File: config.mk
export PLATFORM = sky130hd
export DESIGN_NAME = vipt_colour_guard
export DESIGN_NICKNAME = d
export VERILOG_FILES = /design/src/rtl/vcg_pkg.sv /design/src/rtl/vcg_ctrl.sv /design/src/rtl/vcg_datapath.sv /design/src/rtl/vipt_colour_guard.sv
export SDC_FILE = /design/constraint.sdc
export NUM_CORES = 1
export LEC_CHECK = 0
export BUFFER_PORTS_ARGS = -buffer_cell sky130_fd_sc_hd__buf_4
export CAP_MARGIN = 20
export CELL_PAD_IN_SITES_DETAIL_PLACEMENT = 1
export CELL_PAD_IN_SITES_GLOBAL_PLACEMENT = 1
export CORE_AREA = 4 4 187 189
export DETAILED_ROUTE_END_ITERATION = 10
export DIE_AREA = 0 0 191 193
export GPL_TIMING_DRIVEN = 0
export PLACE_DENSITY_LB_ADDON = 0.1
export SKIP_LAST_GASP = 1
export SYNTH_ARGS = -nofsm -noshare
export SYNTH_HDL_FRONTEND = slang
export SYNTH_HIERARCHICAL = 1
export SYNTH_SLANG_ARGS = --single-unit
export TNS_END_PERCENT = 30
File: constraint.sdc
create_clock -name clk -period 4.9 [get_ports clk]
set_input_delay 0.735 -clock clk [delete_from_list [all_inputs] [get_ports clk]]
set_output_delay 0.735 -clock clk [all_outputs]
set_load 0.02 [all_outputs]
File: src/rtl/vcg_pkg.sv
package vcg_pkg;

  // Strobes from the control to the datapath for one cycle
  typedef struct packed {
    logic load;       // capture a response
    logic fresh;      // write a new slot (tag + colour)
    logic poison;     // move tracked page to shared-uncached
    logic clear;      // drop slot named by flush port
    logic cacheable;  // response value
    logic aliasHit;   // response value
  } vcgStrobe_t;

  function automatic int colourBits(input int pageBits, input int spanBits);
    return (spanBits > pageBits) ? (spanBits - pageBits) : 0;
  endfunction

endpackage

File: src/rtl/vcg_ctrl.sv
module vcg_ctrl
  import vcg_pkg::*;
(
  input  logic       clk,
  input  logic       rstN,
  input  logic       reqValid,
  input  logic       lkHit,
  input  logic       lkPoison,
  input  logic       lkMatch,
  input  logic       flHit,
  output vcgStrobe_t st
);

  always_comb begin
    st = '0;
    st.clear = flHit;
    if (reqValid) begin
      st.load = 1'b1;
      if (!lkHit) begin
        st.fresh     = 1'b1;
        st.cacheable = 1'b1;
      end else if (lkPoison) begin
        st.cacheable = 1'b0;
        st.aliasHit  = !lkMatch;
      end else if (!lkMatch) begin
        st.poison    = 1'b1;
        st.aliasHit  = 1'b1;
      end else begin
        st.cacheable = 1'b1;
      end
    end
  end

  // A conflict is only ever raised against a slot that the lookup found
  AST_POISON_NEEDS_HIT: assert property (@(posedge clk) disable iff (!rstN)
    st.poison |-> (lkHit && !lkPoison && !lkMatch)) else $error("poison without hit");

  AST_NO_STROBE_IDLE: assert property (@(posedge clk) disable iff (!rstN)
    !reqValid |-> !(st.fresh || st.poison || st.load)) else $error("strobe while idle");

endmodule

File: src/rtl/vcg_datapath.sv
module vcg_datapath
  import vcg_pkg::*;
#(
  parameter int VPN_W    = 20,
  parameter int PPN_W    = 20,
  parameter int IDX_W    = 4,
  parameter int COLOUR_W = 2,
  parameter int CW_S     = (COLOUR_W > 0) ? COLOUR_W : 1
) (
  input  logic             clk,
  input  logic             rstN,
  input  logic             reqValid,
  input  logic [VPN_W-1:0] reqVpn,
  input  logic [PPN_W-1:0] reqPpn,
  input  logic             flushValid,
  input  logic [PPN_W-1:0] flushPpn,
  input  vcgStrobe_t       st,
  output logic             lkHit,
  output logic             lkPoison,
  output logic             lkMatch,
  output logic             flHit,
  output logic             rspValid,
  output logic             rspCacheable,
  output logic             rspAlias,
  output logic [CW_S-1:0]  rspColour
);

  localparam int ENTRIES = 1 << IDX_W;
  localparam int TAG_W   = PPN_W - IDX_W;

  logic [CW_S-1:0]  reqColour;
  logic             unusedVpnBits;

  generate
    if (COLOUR_W > 0) begin : g_colour
      assign reqColour = reqVpn[CW_S-1:0];
    end else begin : g_flat
      assign reqColour = '0;
    end
    if (COLOUR_W > 3) begin : g_too_wide
      $error("colour width above 3 bits is not supported");
    end
  endgenerate

  assign unusedVpnBits = ^reqVpn;

  logic [IDX_W-1:0] reqIdx, flIdx;
  logic [TAG_W-1:0] reqTag, flTag;
  assign reqIdx = reqPpn[IDX_W-1:0];
  assign reqTag = reqPpn[PPN_W-1:IDX_W];
  assign flIdx  = flushPpn[IDX_W-1:0];
  assign flTag  = flushPpn[PPN_W-1:IDX_W];

  logic             validQ  [ENTRIES];
  logic             poisonQ [ENTRIES];
  logic [TAG_W-1:0] tagQ    [ENTRIES];
  logic [CW_S-1:0]  colourQ [ENTRIES];

  // Lookup; a same-cycle flush of the same page wins over the stored slot
  logic flushSame;
  assign flushSame = flushValid && (flushPpn == reqPpn);
  assign lkHit     = validQ[reqIdx] && (tagQ[reqIdx] == reqTag) && !flushSame;
  assign lkPoison  = poisonQ[reqIdx];
  assign lkMatch   = (colourQ[reqIdx] == reqColour);
  assign flHit     = flushValid && validQ[flIdx] && (tagQ[flIdx] == flTag);

  always_ff @(posedge clk) begin
    if (!rstN) begin
      for (int i = 0; i < ENTRIES; i++) begin
        validQ[i]  <= 1'b0;
        poisonQ[i] <= 1'b0;
      end
    end else begin
      if (st.clear) begin
        validQ[flIdx]  <= 1'b0;
        poisonQ[flIdx] <= 1'b0;
      end
      if (st.fresh) begin
        validQ[reqIdx]  <= 1'b1;
        poisonQ[reqIdx] <= 1'b0;
      end
      if (st.poison) begin
        poisonQ[reqIdx] <= 1'b1;
      end
    end
  end

  always_ff @(posedge clk) begin
    if (st.fresh) begin
      tagQ[reqIdx]    <= reqTag;
      colourQ[reqIdx] <= reqColour;
    end
  end

  always_ff @(posedge clk) begin
    if (!rstN) begin
      rspValid     <= 1'b0;
      rspCacheable <= 1'b0;
      rspAlias     <= 1'b0;
      rspColour    <= '0;
    end else begin
      rspValid <= st.load;
      if (st.load) begin
        rspCacheable <= st.cacheable;
        rspAlias     <= st.aliasHit;
        rspColour    <= reqColour;
      end
    end
  end

  AST_RSP_LATENCY: assert property (@(posedge clk) disable iff (!rstN)
    reqValid |=> rspValid) else $error("missing response");

  AST_RSP_QUIET: assert property (@(posedge clk) disable iff (!rstN)
    !reqValid |=> !rspValid) else $error("response without request");

  AST_ALIAS_UNCACHED: assert property (@(posedge clk) disable iff (!rstN)
    (rspValid && rspAlias) |-> !rspCacheable) else $error("alias reported cacheable");

  AST_FLUSH_CLEARS: assert property (@(posedge clk) disable iff (!rstN)
    (st.clear && !(st.fresh && (flIdx == reqIdx))) |=> !validQ[$past(flIdx)])
    else $error("flush left slot valid");

  AST_FRESH_TRACKS: assert property (@(posedge clk) disable iff (!rstN)
    st.fresh |=> (validQ[$past(reqIdx)] && !poisonQ[$past(reqIdx)]))
    else $error("fresh write lost");

  generate
    if (COLOUR_W == 0) begin : g_flat_chk
      AST_FLAT_CACHEABLE: assert property (@(posedge clk) disable iff (!rstN)
        rspValid |-> (rspCacheable && !rspAlias)) else $error("flat config uncached");
    end
  endgenerate

endmodule

File: src/rtl/vipt_colour_guard.sv
module vipt_colour_guard
  import vcg_pkg::*;
#(
  parameter int PAGE_BITS = 12,
  parameter int SPAN_BITS = 14,
  parameter int VPN_W     = 20,
  parameter int PPN_W     = 20,
  parameter int IDX_W     = 4,
  localparam int COLOUR_W = colourBits(PAGE_BITS, SPAN_BITS),
  localparam int CW_S     = (COLOUR_W > 0) ? COLOUR_W : 1
) (
  input  logic             clk,
  input  logic             rstN,
  input  logic             reqValid,
  input  logic [VPN_W-1:0] reqVpn,
  input  logic [PPN_W-1:0] reqPpn,
  input  logic             flushValid,
  input  logic [PPN_W-1:0] flushPpn,
  output logic             rspValid,
  output logic             rspCacheable,
  output logic             rspAlias,
  output logic [CW_S-1:0]  rspColour
);

  vcgStrobe_t st;
  logic lkHit, lkPoison, lkMatch, flHit;

  vcg_ctrl u_ctrl (
    .clk      (clk),
    .rstN     (rstN),
    .reqValid (reqValid),
    .lkHit    (lkHit),
    .lkPoison (lkPoison),
    .lkMatch  (lkMatch),
    .flHit    (flHit),
    .st       (st)
  );

  vcg_datapath #(
    .VPN_W    (VPN_W),
    .PPN_W    (PPN_W),
    .IDX_W    (IDX_W),
    .COLOUR_W (COLOUR_W),
    .CW_S     (CW_S)
  ) u_dp (
    .clk          (clk),
    .rstN         (rstN),
    .reqValid     (reqValid),
    .reqVpn       (reqVpn),
    .reqPpn       (reqPpn),
    .flushValid   (flushValid),
    .flushPpn     (flushPpn),
    .st           (st),
    .lkHit        (lkHit),
    .lkPoison     (lkPoison),
    .lkMatch      (lkMatch),
    .flHit        (flHit),
    .rspValid     (rspValid),
    .rspCacheable (rspCacheable),
    .rspAlias     (rspAlias),
    .rspColour    (rspColour)
  );

endmodule

# After elaboration in Yosys (flattened, before gate mapping)
# Memories as Yosys holds them, arrays and structs flattened.
# Index checks and enable logic that the tools add are counted.
dict set report op_classes {
  n_shift 0
  n_reduce_logical 11
  muxes 34
  n_mul 0
  bitwise 1
  div 0
  n_eq_ne 4
  magnitude_cmp 0
  n_addsub 0
}
# operator count
set ops {}
lappend ops {{$eq 16x16->1} 2}
lappend ops {{$mux 1} 27}
lappend ops {{$eq 20x20->1} 1}
lappend ops {{$mux 4} 4}
lappend ops {{$logic_and 1x1->1} 5}
lappend ops {{$mux 2} 2}
lappend ops {{$reduce_or 1->1} 4}
lappend ops {{$mux 3} 1}
lappend ops {{$eq 2x2->1} 1}
lappend ops {{$logic_not 1->1} 2}
lappend ops {{$or 1x1->1} 1}
dict set report word_totals {
  word_cells 58
  rom_bits 0
  out_inout_bits 5
  n_memories 4
  ff_bits 5
  in_bits 64
  latch_bits 0
  mem_bits_rw 320
}
# name depth width read_ports rd_ports_with_merged_regs wr line_no
set memory_table {}
lappend memory_table {u_dp.tagQ 16 16 2 0 1 vcg_datapath.sv:56} ;# logic [TAG_W-1:0] tagQ [ENTRIES];
lappend memory_table {u_dp.colourQ 16 2 1 0 1 vcg_datapath.sv:57} ;# logic [CW_S-1:0] colourQ [ENTRIES];
lappend memory_table {u_dp.poisonQ 16 1 1 0 16 vcg_datapath.sv:55} ;# logic poisonQ [ENTRIES];
lappend memory_table {u_dp.validQ 16 1 2 0 16 vcg_datapath.sv:54} ;# logic validQ [ENTRIES];

# Longest topological paths before layout
# Gate-level depths: netlist of the first run.
dict set report depth {
  word_depth 12
  mapped_depth 19
  mapped_depth_nobuf 13
}

# Hierarchy
# The synthesis of the first run kept the hierarchy.
# mod n_inst area_per_inst_um2 cells_each
set modules_own_cells {}
lappend modules_own_cells {vcg_datapath 1 15781.4 962}
lappend modules_own_cells {vcg_ctrl 1 48.8 8}

# Worst setup path before layout of the first run
# No wires, ideal clock.
dict set report synth_path {
  path_kind {input to register}
  startpoint {input port reqPpn[1]}
  endpoint {memory u_dp/colourQ[1][0] (netlist bit), enable pin}
  t_required_ns 4.480
  setup_slack_ns -0.101
  arrival_ns 4.580
  path_buffers 5
  setup_time_ns 0.420
  cell_stages 15
  cell_sequence {buf_2 buf_2 buf_2 clkbuf_1 mux4_2 xnor2_1 nor2_1 o211ai_1 o41ai_1 nand2_1 nor4_2 and2b_1 clkbuf_1 nand2_1 nor3_1}
}
# element line_no
set synth_lines {}
lappend synth_lines {{start, declared} vipt_colour_guard.sv:16} ;# input logic [PPN_W-1:0] reqPpn,
lappend synth_lines {{end, declared} vcg_datapath.sv:57}

==> impl_results.md, run 1 <==
* CTS tree: built
* Power Density at ~350 nW/µm²
* Post-Place Cell Area at 17,100 µm²
* Endpoints failing setup at 0
* H-tree levels at 2
* Core Util, Final at 55.5%
* Die width at 191 µm
* Tot Pwr at 6.37 mW
* Yosys top cell by area: edfxtp_1
* CP max FO at 10
* Largest net degree at the start of global routing at 22
* Final TNS setup at 0 ns
* Via density at 6.62
* Achievable Freq at 212 MHz
* Overall routing resource usage at 30.0%
* First-pass GRT wire length at roughly 77,000 µm
* Detailed Route WL at 54,500 µm
* Synthesized area at 15,800 µm²
* Post-synth EDFFs at 288
* Maxcap violations at 0
* Syn-to-layout area delta at 16.7%
* Final Hold Viols at 0
* NumNets Final at 1,144
* Status: finished, final reports clean
* Routability cong. at around 0.90
* WL per Instance at about 35 µm
* Syn avg cell area at between 15 and 20 µm²
* Syn Inst Count at 970
* Asr flop ratio synth at 0%
* Fraction of layout cells with a size suffix above 1 at 29.3%
* Placement Setup Slack at -1.39 ns
* Worst setup path category: input port to register
* DRT iter0 DRCs at 1,308
* Ant diodes at 0
* Data required time of the worst path at 5.13 ns
* Setup crit start kind: input port
* Die Y at between 150 and 200 µm
* Top cell type's share of synthesized area at 54.6%
* Period Utilization, post-route at between 90% and 100%
* Pre-antenna DRT Iters at 5
* Fillers at 3,116
* CTS Sinks at approximately 330
* Hold-fix buffers, CTS at 0
* Worst-Margin Slew at 0.983 ns
* Peak supply drop at 0.282 mV
* Top_reg_cell synth: edfxtp_1
* Most common cell after layout, fill and taps aside: edfxtp_1
* Clock Latency Late Sink at 0.54 ns
* Clock root cell: clkbuf_16
* Core ar. at 33,300 µm²
* Reg2reg setup slack at around 0.74 ns
* Num CTS Buffers at 37
* Via Count at 10,297
* Grt ovf at 0
* Design Area, Final at 18,500 µm²
* Sequential area share after synthesis at between 50% and 60%
* Top Ports at 69
* Crit path capture type: register
* # DRC at 0
* Most frequent cells in the layout: edfxtp_1 (288), mux4_2 (133), buf_4 (74), mux2i_1 (65), nand2_1 (45)
* RSZ-0062 raised after global routing: yes
* Top cells by area, synth: edfxtp_1 (55%), mux4_2 (19%), dfxtp_1 (4.7%)
* Num rows at 67
* Min Tclk post-route at roughly 4.7 ns
* Final Skew at 0.0153 ns
* Fin. max-slew vios at 0
* Final WS setup at 0.172 ns
* Vias in the first global route at 10,507
* Min-delay worst type: register to register
* Initial antenna violation count at 0
* Max Buffers Root-to-Sink at 3
* Initial Utilization at 47.6%
* Worst slew margin at 34.2%
* Synth warn at 6
* Yosys cell types at a little under 60
* Post-route non-filler standard cell count at 1,556
* CTS clock-pin slew for the worst setup and hold paths at around 0.060 ns
* Synth Net Count at 1,034
* Placed Cells at around 1,500
* Hold Slack at 0.527 ns
* Leakage at 6.17 nW
* Hpwl dp at 36,900 µm
* PortBufs at between 40 and 50
* FF+latch count, synth at between 300 and 400
* Data arrival, critical path at 4.96 ns
* Die area at 36,900 µm²
* Routed Antenna Nets at 0
report_power, final:
| part | internal [mW] | leakage [nW] | switching (mW) |
|---|---|---|---|
| Clock | 1.46 | 0.557 | 1.11 |
| Combinational | 0.281 | 2.71 | 0.423 |
| Sequential | 3.07 | 2.90 | 0.0250 |
state kept, by name, summed over array words and instances (netlist names):
name,cells
u_dp/tagQ,256
u_dp/poisonQ,16
u_dp/rspValid,1
u_dp/rspAlias,1
u_dp/colourQ,32
u_dp/validQ,16
u_dp/rspCacheable,1
u_dp/rspColour,2
per-layer routing:
layer	wire, µm	GRT usage, %	up-vias
li1	-	-	4165
met1	21900	41.7	5483
met2	26200	49.3	546
met3	4660	5.28	103
met4	1710	8.84	0
met5	0	0	-
logic make-up (layout without fill, tap and decap cells):
kind of cell    Yosys count  in the layout  synth area share [%]
mux                     200            200                  23.3
flops                   325            325                  59.3
compound gates          124            124                  5.54
simple gates            182            183                  5.93
xor+xnor                 58             58                  3.21
buf+inv                  81            218                  2.74
Yosys cell counts (3+ instances only):
library cell / number
buf_4: 12
a22oi_1: 16
nor2b_1: 44
nor3_1: 8
nand2b_1: 7
nand4_1: 6
buf_2: 16
mux4_2: 133
o221ai_1: 4
xor2_1: 33
a21oi_1: 28
a22o_1: 3
a221oi_1: 7
xnor2_1: 25
clkbuf_1: 21
nor2_1: 27
o21ai_0: 17
nand2_1: 46
nor3b_1: 4
and2_1: 8
a2bb2oi_1: 4
mux2i_1: 65
nor4_1: 4
buf_1: 5
o22a_1: 5
dfxtp_1: 37
a31oi_1: 4
nand3_1: 19
buf_6: 5
inv_1: 17
a32oi_1: 12
edfxtp_1: 288
o22ai_1: 7
path summary, 6_finish.rpt:
kind,start,to,cells past startpoint
setup / recovery,reqPpn[0],u_dp/tagQ[10][12]$_DFFE_PP_,15
hold / removal,u_dp/rspAlias$_SDFFE_PN0P_,u_dp/rspAlias$_SDFFE_PN0P_,2
setup reg to reg,u_dp/tagQ[6][6]$_DFFE_PP_,u_dp/colourQ[11][0]$_DFFE_PP_,12
hold reg to reg,u_dp/rspAlias$_SDFFE_PN0P_,u_dp/rspAlias$_SDFFE_PN0P_,2
what timing repair did:
action                                  CTS  global route
gates resized for setup                  35            11
cloned                                    1             0
endpoints found under the setup margin  320           307
setup buffers                            13             0
hold endpoints to repair                  0             0
pin swaps                                 3             0
critical path, stage by stage:
cell and delay [ns]:
buf_6 0.13, buf_4 0.29, buf_6 0.23, buf_4 0.32, buf_4 0.34, mux2i_1 0.31, a221oi_1 0.12, nor3_1 0.27
a21oi_1 0.10, a31oi_1 0.43, nor4_4 0.13, and2b_1 0.49, nand3_1 0.15, inv_1 0.61, buf_16 0.25
area by class of cell:
type                    instances  area [µm²]  area share (%)
plain buffers                  59         398            2.15
clock buffers                  50        1020            5.50
clock inverters                17         104           0.562
inverters                      20        92.6           0.501
multi-input cells             565        6090            33.0
flip-flops and latches        325        9390            50.8
well taps                     448         561            3.04
repair buffers                 72         818            4.43
Power figures use the tool's default switching activity.
==> run 2, diff against run 1 <==
Settings changed: CORE_AREA 4 4 187 189 to 4 4 192 194, DIE_AREA 0 0 191 193 to 0 0 196 198, SYNTH_HIERARCHICAL 1 to not set.
==> run 2 against run 1 <==
Sequential cell count is the same. Setup slack lost 0.10 ns. Die area grew 5.3%. Critical endpoint is now u_dp.validQ[13]$_DFF_P_. Largest power group unchanged.
==> impl_results.md, run 2 <==
* Top_reg_cell synth: edfxtp_1 (unchanged)
* Setup crit start kind: input port (unchanged)
* Via Count at 11,298 (was 10,297)
* Largest reg by FF count: u_dp.tagQ (was u_dp/tagQ)
* Vias in the first global route at 11,447 (was 10,507)
* Core ar. at 35,200 µm² (was 33,300 µm²)
* FF+latch count, synth at 325 (unchanged)
* Clock root cell: clkbuf_16 (unchanged)
* CTS resizes at 0 (was 35)
* Detailed Route WL at 61,300 µm (was 54,500 µm)
* Initial Utilization at 47.3% (was 47.6%)
* Asr flop ratio synth at 0% (unchanged)
* First-pass GRT wire length at 85,400 µm (was 77,300 µm)
* Largest net degree at the start of global routing at 22 (unchanged)
* Achievable Freq at 207 MHz (was 212 MHz)
* CTS clock-pin slew for the worst setup and hold paths at 0.06 ns (about the same)
* Placed Cells at 1,576 (was 1,477)
* Die width at 196 µm (was 191 µm)
* Placement Setup Slack at -0.369 ns (was -1.39 ns)
* Max Buffers Root-to-Sink at 3 (unchanged)
* Peak supply drop at 0.316 mV (was 0.282 mV)
* PortBufs at 45 (was 46)
* Clock power frac at 41.6% (was 40.4%)
* Hold-fix buffers, CTS at 0 (unchanged)
* Largest register FFs at 256 (unchanged)
* Yosys top cell by area: edfxtp_1 (unchanged)
* Initial antenna violation count at 3 (was 0)
* Min Tclk post-route at 4.83 ns (was 4.73 ns)
* Worst-Margin Slew at 1.21 ns (was 0.983 ns)
* CTS tree: built (unchanged)
* Worst setup path category: input port to register (unchanged)
* Syn-to-layout area delta at 16.0% (was 16.7%)
* NetSw at 1.67 mW (was 1.56 mW)
* Leading registers by flop count: u_dp.tagQ x256, u_dp.colourQ x32 (was u_dp/tagQ x256, u_dp/colourQ x32)
* Overall routing resource usage at 31.3% (was 30.0%)
* Routed Antenna Nets at 0 (unchanged)
* Num CTS Buffers at 37 (unchanged)
* Sequential area share after synthesis at 56.3% (was 59.3%)
* Num rows at 69 (was 67)
* Top cells by area, synth: edfxtp_1 (52%), mux4_2 (16%), mux2i_1 (5.5%) (was edfxtp_1 (55%), mux4_2 (19%), dfxtp_1 (4.7%))
* Top Ports at 69 (unchanged)
* Routability cong. at 0.921 (was 0.905)
* H-tree levels at 2 (unchanged)
* Fin. max-slew vios at 0 (unchanged)
* Final WS setup at 0.0710 ns (was 0.172 ns)
* Grt ovf at 0 (unchanged)
* Data required time of the worst path at 5.32 ns (was 5.13 ns)
* Most common cell after layout, fill and taps aside: edfxtp_1 (unchanged)
* Synthesized area at 16,700 µm² (was 15,800 µm²)
* Top cell type's share of synthesized area at 51.9% (was 54.6%)
* WL per Instance at 37.4 µm (was 35.0 µm)
* Setup Fix Bufs, Post-CTS at 0 (was 13)
* Sequential power share at 46.3% (was 48.6%)
* Yosys cell types at 69 (was 58)
* Synth Net Count at 1,118 (was 1,034)
* Clock Latency Late Sink at 0.54 ns (about the same)
* Net Sw Frac at 25.0% (was 24.5%)
* Via density at 6.89 (was 6.62)
* Die Y at 198 µm (was 193 µm)
* Leakage at 6.45 nW (was 6.17 nW)
* Syn avg cell area at 15.8 µm² (was 16.3 µm²)
* CP max FO at 11 (was 10)
* Synth warn at 0 (was 6)
* # DRC at 0 (unchanged)
* Syn Inst Count at 1,054 (was 970)
* Maxcap violations at 0 (unchanged)
* Die area at 38,800 µm² (was 36,900 µm²)
* Final Hold Viols at 0 (unchanged)
* Most numerous cell in the Yosys netlist: edfxtp_1 (unchanged)
* Power Density at 345 nW/µm² (about the same)
* Cell Int Power at 5.01 mW (was 4.81 mW)
* Ant diodes at 0 (unchanged)
* Min-delay worst type: register to register (unchanged)
* Post-route non-filler standard cell count at 1,639 (was 1,556)
* Crit path capture type: register (unchanged)
* NumNets Final at 1,218 (was 1,144)
* Commonest cells in the netlist: edfxtp_1 (288), mux4_2 (120), mux2i_1 (92) (was edfxtp_1 (288), mux4_2 (133), mux2i_1 (65))
* CTS Sinks at 325 (unchanged)
* Final Skew at 0.0149 ns (was 0.0153 ns)
* Endpoints failing setup at 0 (unchanged)
* DRT iter0 DRCs at 1,328 (was 1,308)
* Hpwl dp at 42,400 µm (was 36,900 µm)
* Comb power frac at 12.0% (was 11.1%)
* Period Utilization, post-route at 98.6% (was 96.5%)
* Fraction of layout cells with a size suffix above 1 at 28.3% (was 29.3%)
* Core Util, Final at 54.9% (was 55.5%)
* RSZ-0062 raised after global routing: no (was yes)
* Most frequent cells in the layout: edfxtp_1 (288), mux4_2 (120), mux2i_1 (92), buf_4 (61), clkbuf_16 (40) (was edfxtp_1 (288), mux4_2 (133), buf_4 (74), mux2i_1 (65), nand2_1 (45))
* Post-synth EDFFs at 288 (unchanged)
* Data arrival, critical path at 5.25 ns (was 4.96 ns)
* Pre-antenna DRT Iters at 5 (unchanged)
* Status: finished, final reports clean (unchanged)
* Worst slew margin at 19.1% (was 34.2%)
## run 2: changes by cell type after synthesis, moves of 16 or more
| cell | change |
|---|---|
| a21oi_1 | -18 |
| mux2_2 | +18 |
| mux2i_1 | +27 |
| nand2_1 | -16 |
| nand4_1 | +32 |
| nor2b_1 | -29 |
| o21a_1 | +31 |
## run 2: final cells by class
cell class	instances	area, µm²
tap	461	577
clock buffer	46	1020
fill	3294	15900
clock inverter	17	163
timing repair buffer	61	756
buffer	76	505
sequential	325	9390
inverter	9	33.8
multi-input combinational	644	6890
## run 2: kinds of logic (layout without fill, tap and decap cells)
family / after synthesis / count (layout) / share of synthesized area [%]
AND/OR/NAND/NOR: 184 / 184 / 6.24
flip-flops: 325 / 325 / 56.3
multiplexers: 235 / 235 / 23.7
AO/OA/AOI/OAI: 162 / 162 / 7.27
buffers and inverters: 85 / 209 / 3.20
XOR/XNOR: 63 / 63 / 3.31
## run 2: worst max-delay path, stage by stage
cell and delay [ns]:
buf_2 0.18, clkdlybuf4s15_1 0.76, nor2_2 0.77, a22o_1 0.27
o21ai_0 0.08, a31oi_1 0.28, nand4_1 0.17, nor4_4 0.85
buf_4 0.43, a21oi_4 0.25, buf_16 0.23, o21a_1 0.20
## run 2: routing by layer
layer	up-vias	part of all wire (%)	GRT usage, %
li1	4535	-	-
met1	6001	40	43.0
met2	631	48	50.3
met3	127	8.8	6.41
met4	4	3.7	10.9
met5	-	0.042	0
## run 2: final timing paths
path	from	to	slack, ns	depth (start not counted)
worst min register to register	u_dp.poisonQ[10]$_DFF_P_	u_dp.poisonQ[10]$_DFF_P_	0.49	2
worst max register to register	u_dp.tagQ[15][7]$_DFFE_PP_	u_dp.validQ[13]$_DFF_P_	0.80	10
worst min-delay path	u_dp.poisonQ[10]$_DFF_P_	u_dp.poisonQ[10]$_DFF_P_	0.49	2
worst max-delay path	reqPpn[3]	u_dp.validQ[13]$_DFF_P_	0.07	12
## run 2: power groups by stage
stage / combinational (mW) / sequential [mW] / clock [mW]
after global routing: 0.830 / 3.10 / 2.92
after detailed placement: 0.786 / 3.15 / 0
final: 0.803 / 3.09 / 2.78
after global placement: 0.762 / 3.15 / 0
after floorplan: 0.454 / 3.15 / 0
after CTS: 0.789 / 3.09 / 2.81
## run 2: metrics by stage
step / hold WS [ns] / setup TNS (ns) / total power [mW] / area (µm²)
global route: 0.506 / 0 / 6.85 / 19300
global placement: 0.455 / -329.49 / 3.91 / 17600
detailed placement: 0.464 / -53.41 / 3.94 / 18100
CTS: 0.490 / 0 / 6.69 / 19300
finish: 0.488 / 0 / 6.68 / 19300
floorplan: 0.457 / 0 / 3.60 / 16700
==> run 3, diff against run 2 <==
Settings changed: CAP_MARGIN 20 to not set, CORE_AREA 4 4 192 194 to 4 4 183 185, DIE_AREA 0 0 196 198 to 0 0 187 189.
Clock period 4.9 ns to 4.65 ns, I/O delays scaled along.
==> run 3 against run 2 <==
Clock-buffer cell count did not move. Critical path type unchanged. Utilization rose by 5.0 points. Sequential share of layout area rose by 0.36 points. Hold slack worse by 0.0094 ns. Power is 2.6% higher. Sequential power rose by 6%. Global-route usage rose by 1.9 points. Critical endpoint is now u_dp.validQ[8]$_DFF_P_.
==> impl_results.md, run 3 (same netlist as run 2, synthesis figures left out) <==
* CTS tree: built (unchanged)
* Period Utilization, post-route at between 90 and 100%
* Core ar. at 32,000 µm² (was 35,200 µm²)
* Leading registers by flop count: u_dp.tagQ x256, u_dp.colourQ x32 (unchanged)
* Leakage at 6.42 nW (was 6.45 nW)
* Worst r2r dst: u_dp.validQ[8]$_DFF_P_ (was u_dp.validQ[13]$_DFF_P_)
* Tot Pwr at 6.85 mW (was 6.68 mW)
* Worst slew margin at 18.3% (was 19.1%)
* Sum of buffers and inverters on the critical path at 6 (was 4)
* Ant diodes at 0 (unchanged)
* Data required time of the worst path at 5.05 ns (was 5.32 ns)
* Pre-antenna DRT Iters at 5 (unchanged)
* CP Depth at 13 (was 12)
* Routability cong. at 0.994 (was 0.921)
* FF-to-FF Start: u_dp.tagQ[14][5]$_DFFE_PP_ (was u_dp.tagQ[15][7]$_DFFE_PP_)
* Crit path capture type: register (unchanged)
* Vias in the first global route at 11,647 (was 11,447)
* Top Ports at 69 (unchanged)
* Setup crit start kind: input port (unchanged)
* NumNets Final at 1,217 (was 1,218)
* CP max FO at 12 (was 11)
* CTS clock-pin slew for the worst setup and hold paths at 0.05 ns (was 0.06 ns)
* CTS Sinks at 325 (unchanged)
* Hpwl dp at 40,700 µm (was 42,400 µm)
* Num rows at 66 (was 69)
* Grt ovf at 0 (unchanged)
* Fraction of layout cells with a size suffix above 1 at 28.1% (was 28.3%)
* Via density at 7.14 (was 6.89)
* Overall routing resource usage at 33.2% (was 31.3%)
* Core Util, Final at 59.9% (was 54.9%)
* Syn-to-layout area delta at 15.1% (was 16.0%)
* Largest net degree at the start of global routing at 22 (unchanged)
* Most frequent cells in the layout: edfxtp_1 (288), mux4_2 (120), mux2i_1 (92), buf_4 (61) (was edfxtp_1 (288), mux4_2 (120), mux2i_1 (92), buf_4 (61), clkbuf_16 (40))
* Maxcap violations at 0 (unchanged)
* Setup Fix Bufs, Post-CTS at 0 (unchanged)
* Max stage delay on crit path at 0.83 ns (was 0.85 ns)
* Worst path slowest cell: nor4_4 (unchanged)
* Hold-fix buffers, CTS at 0 (unchanged)
* Clock Latency Late Sink at 0.54 ns (about the same)
* Peak supply drop at 0.371 mV (was 0.316 mV)
* First-pass GRT wire length at 83,800 µm (was 85,400 µm)
* Top Family by Delay on Critical Path: buffers and inverters (was simple AND/OR/NAND/NOR gates)
* Final Hold Viols at 0 (unchanged)
* Hold Slack at 0.479 ns (was 0.488 ns)
* # DRC at 0 (unchanged)
* Num CTS Buffers at 36 (was 37)
* Worst-Margin Slew at 1.23 ns (was 1.21 ns)
* DRT iter0 DRCs at 1,574 (was 1,328)
* R2R depth at 10 (unchanged)
* Fin. max-slew vios at 0 (unchanged)
* Max Buffers Root-to-Sink at 3 (unchanged)
* Initial antenna violation count at 0 (was 3)
* Clock root cell: clkbuf_16 (unchanged)
* Worst Hold Depth at 2 (unchanged)
* Min Tclk post-route at 4.64 ns
* H-tree levels at 2 (unchanged)
* Routed Antenna Nets at 0 (unchanged)
* WL per Instance at 37.2 µm (was 37.4 µm)
* Endpoints failing setup at 0 (unchanged)
* Worst Hold Launch: u_dp.rspAlias$_SDFFE_PN0P_ (was u_dp.poisonQ[10]$_DFF_P_)
* Die width at 187 µm (was 196 µm)
* Placed Cells at 1,523 (was 1,576)
* Largest register FFs at 256 (unchanged)
* Data arrival, critical path at 5.04 ns (was 5.25 ns)
* Detailed Route WL at 59,000 µm (was 61,300 µm)
* Largest reg by FF count: u_dp.tagQ (unchanged)
* Via Count at 11,306 (was 11,298)
* Worst Hold End: u_dp.rspAlias$_SDFFE_PN0P_ (was u_dp.poisonQ[10]$_DFF_P_)
* RSZ-0062 raised after global routing: no (unchanged)
* Status: finished, final reports clean (unchanged)
* Worst path cell trace: buf_6, buf_6, buf_2, buf_4, mux2i_1, a211oi_1, a221oi_1, a221o_1, nor4_4, buf_4, a21oi_4, buf_16, o21a_1 (was buf_2, clkdlybuf4s15_1, nor2_2, a22o_1, o21ai_0, a31oi_1, nand4_1, nor4_4, buf_4, a21oi_4, buf_16, o21a_1)
* Reg2reg setup slack at 0.47 ns (was 0.80 ns)
* Final Skew at 0.0373 ns (was 0.0149 ns)
* Initial Utilization at 52.0% (was 47.3%)
* Worst setup path category: input port to register (unchanged)
* Achievable Freq at about 220 MHz
* Die Y at 189 µm (was 198 µm)
* PortBufs at 45 (unchanged)
* Post-route non-filler standard cell count at 1,584 (was 1,639)
* Power Density at 357 nW/µm² (was 345 nW/µm²)
* Die area at 35,300 µm² (was 38,800 µm²)
* Min-delay worst type: register to register (unchanged)
* Most common cell after layout, fill and taps aside: edfxtp_1 (unchanged)
[run 3: report_power, final]
part	total (mW)	internal, mW	leakage [nW]	switching [mW]
registers	3.26	3.23	2.90	0.0280
clock network	2.75	1.59	0.537	1.16
logic	0.837	0.321	2.98	0.517
[run 3: what timing repair did]
| action | 4_1_cts | 5_1_grt |
|---|---|---|
| resized for setup | 2 | 6 |
| pin swaps | 0 | 1 |
| endpoints found under the setup margin | 67 | 69 |
| cloned | 0 | 0 |
[run 3: metal layers]
layer  up-vias  track usage [%]  part of all wire (%)
li1       4531                -                     -
met1      5868             44.0                    38
met2       741             53.7                    47
met3       166             8.06                    10
met4         0             13.3                   4.7
met5         -                0                     0
[run 3: final cells by class]
cell class	instances	area (µm²)
Buffer	76	508
Clock buffer	46	938
Clock inverter	15	159
Fill cell	2917	12800
Inverter	9	33.8
Multi-Input combinational cell	644	6890
Sequential cell	325	9390
Tap cell	408	510
Timing Repair Buffer	61	763
[run 3: metrics by stage]
| stage | setup WS [ns] | setup TNS [ns] | instance area, µm² |
|---|---|---|---|
| global placement | -2.01 | -353.12 | 17500 |
| CTS | 0.0721 | 0 | 19200 |
| finish | 0.0148 | 0 | 19200 |
| global route | 0.0128 | 0 | 19200 |
| detailed placement | -0.601 | -122.95 | 18100 |
| floorplan | 0.910 | 0 | 16700 |
[run 3: worst max path at each step]
stage | from | endpoint
5_1_grt | reqPpn[3] | u_dp.validQ[8]$_DFF_P_
3_3_place_gp | reqPpn[3] | u_dp.poisonQ[2]$_DFF_P_
6_report | reqPpn[0] | u_dp.validQ[8]$_DFF_P_
4_1_cts | reqPpn[3] | u_dp.validQ[8]$_DFF_P_
3_5_place_dp | reqPpn[3] | u_dp.validQ[8]$_DFF_P_
2_1_floorplan | reqPpn[0] | u_dp.colourQ[1][0]$_DFFE_PP_
[run 3: tightest hold or removal path, cell delays in order, from the launching register on]
cell and delay [ns]:
dfxtp_1 0.31, nand2b_1 0.06, a21boi_1 0.06
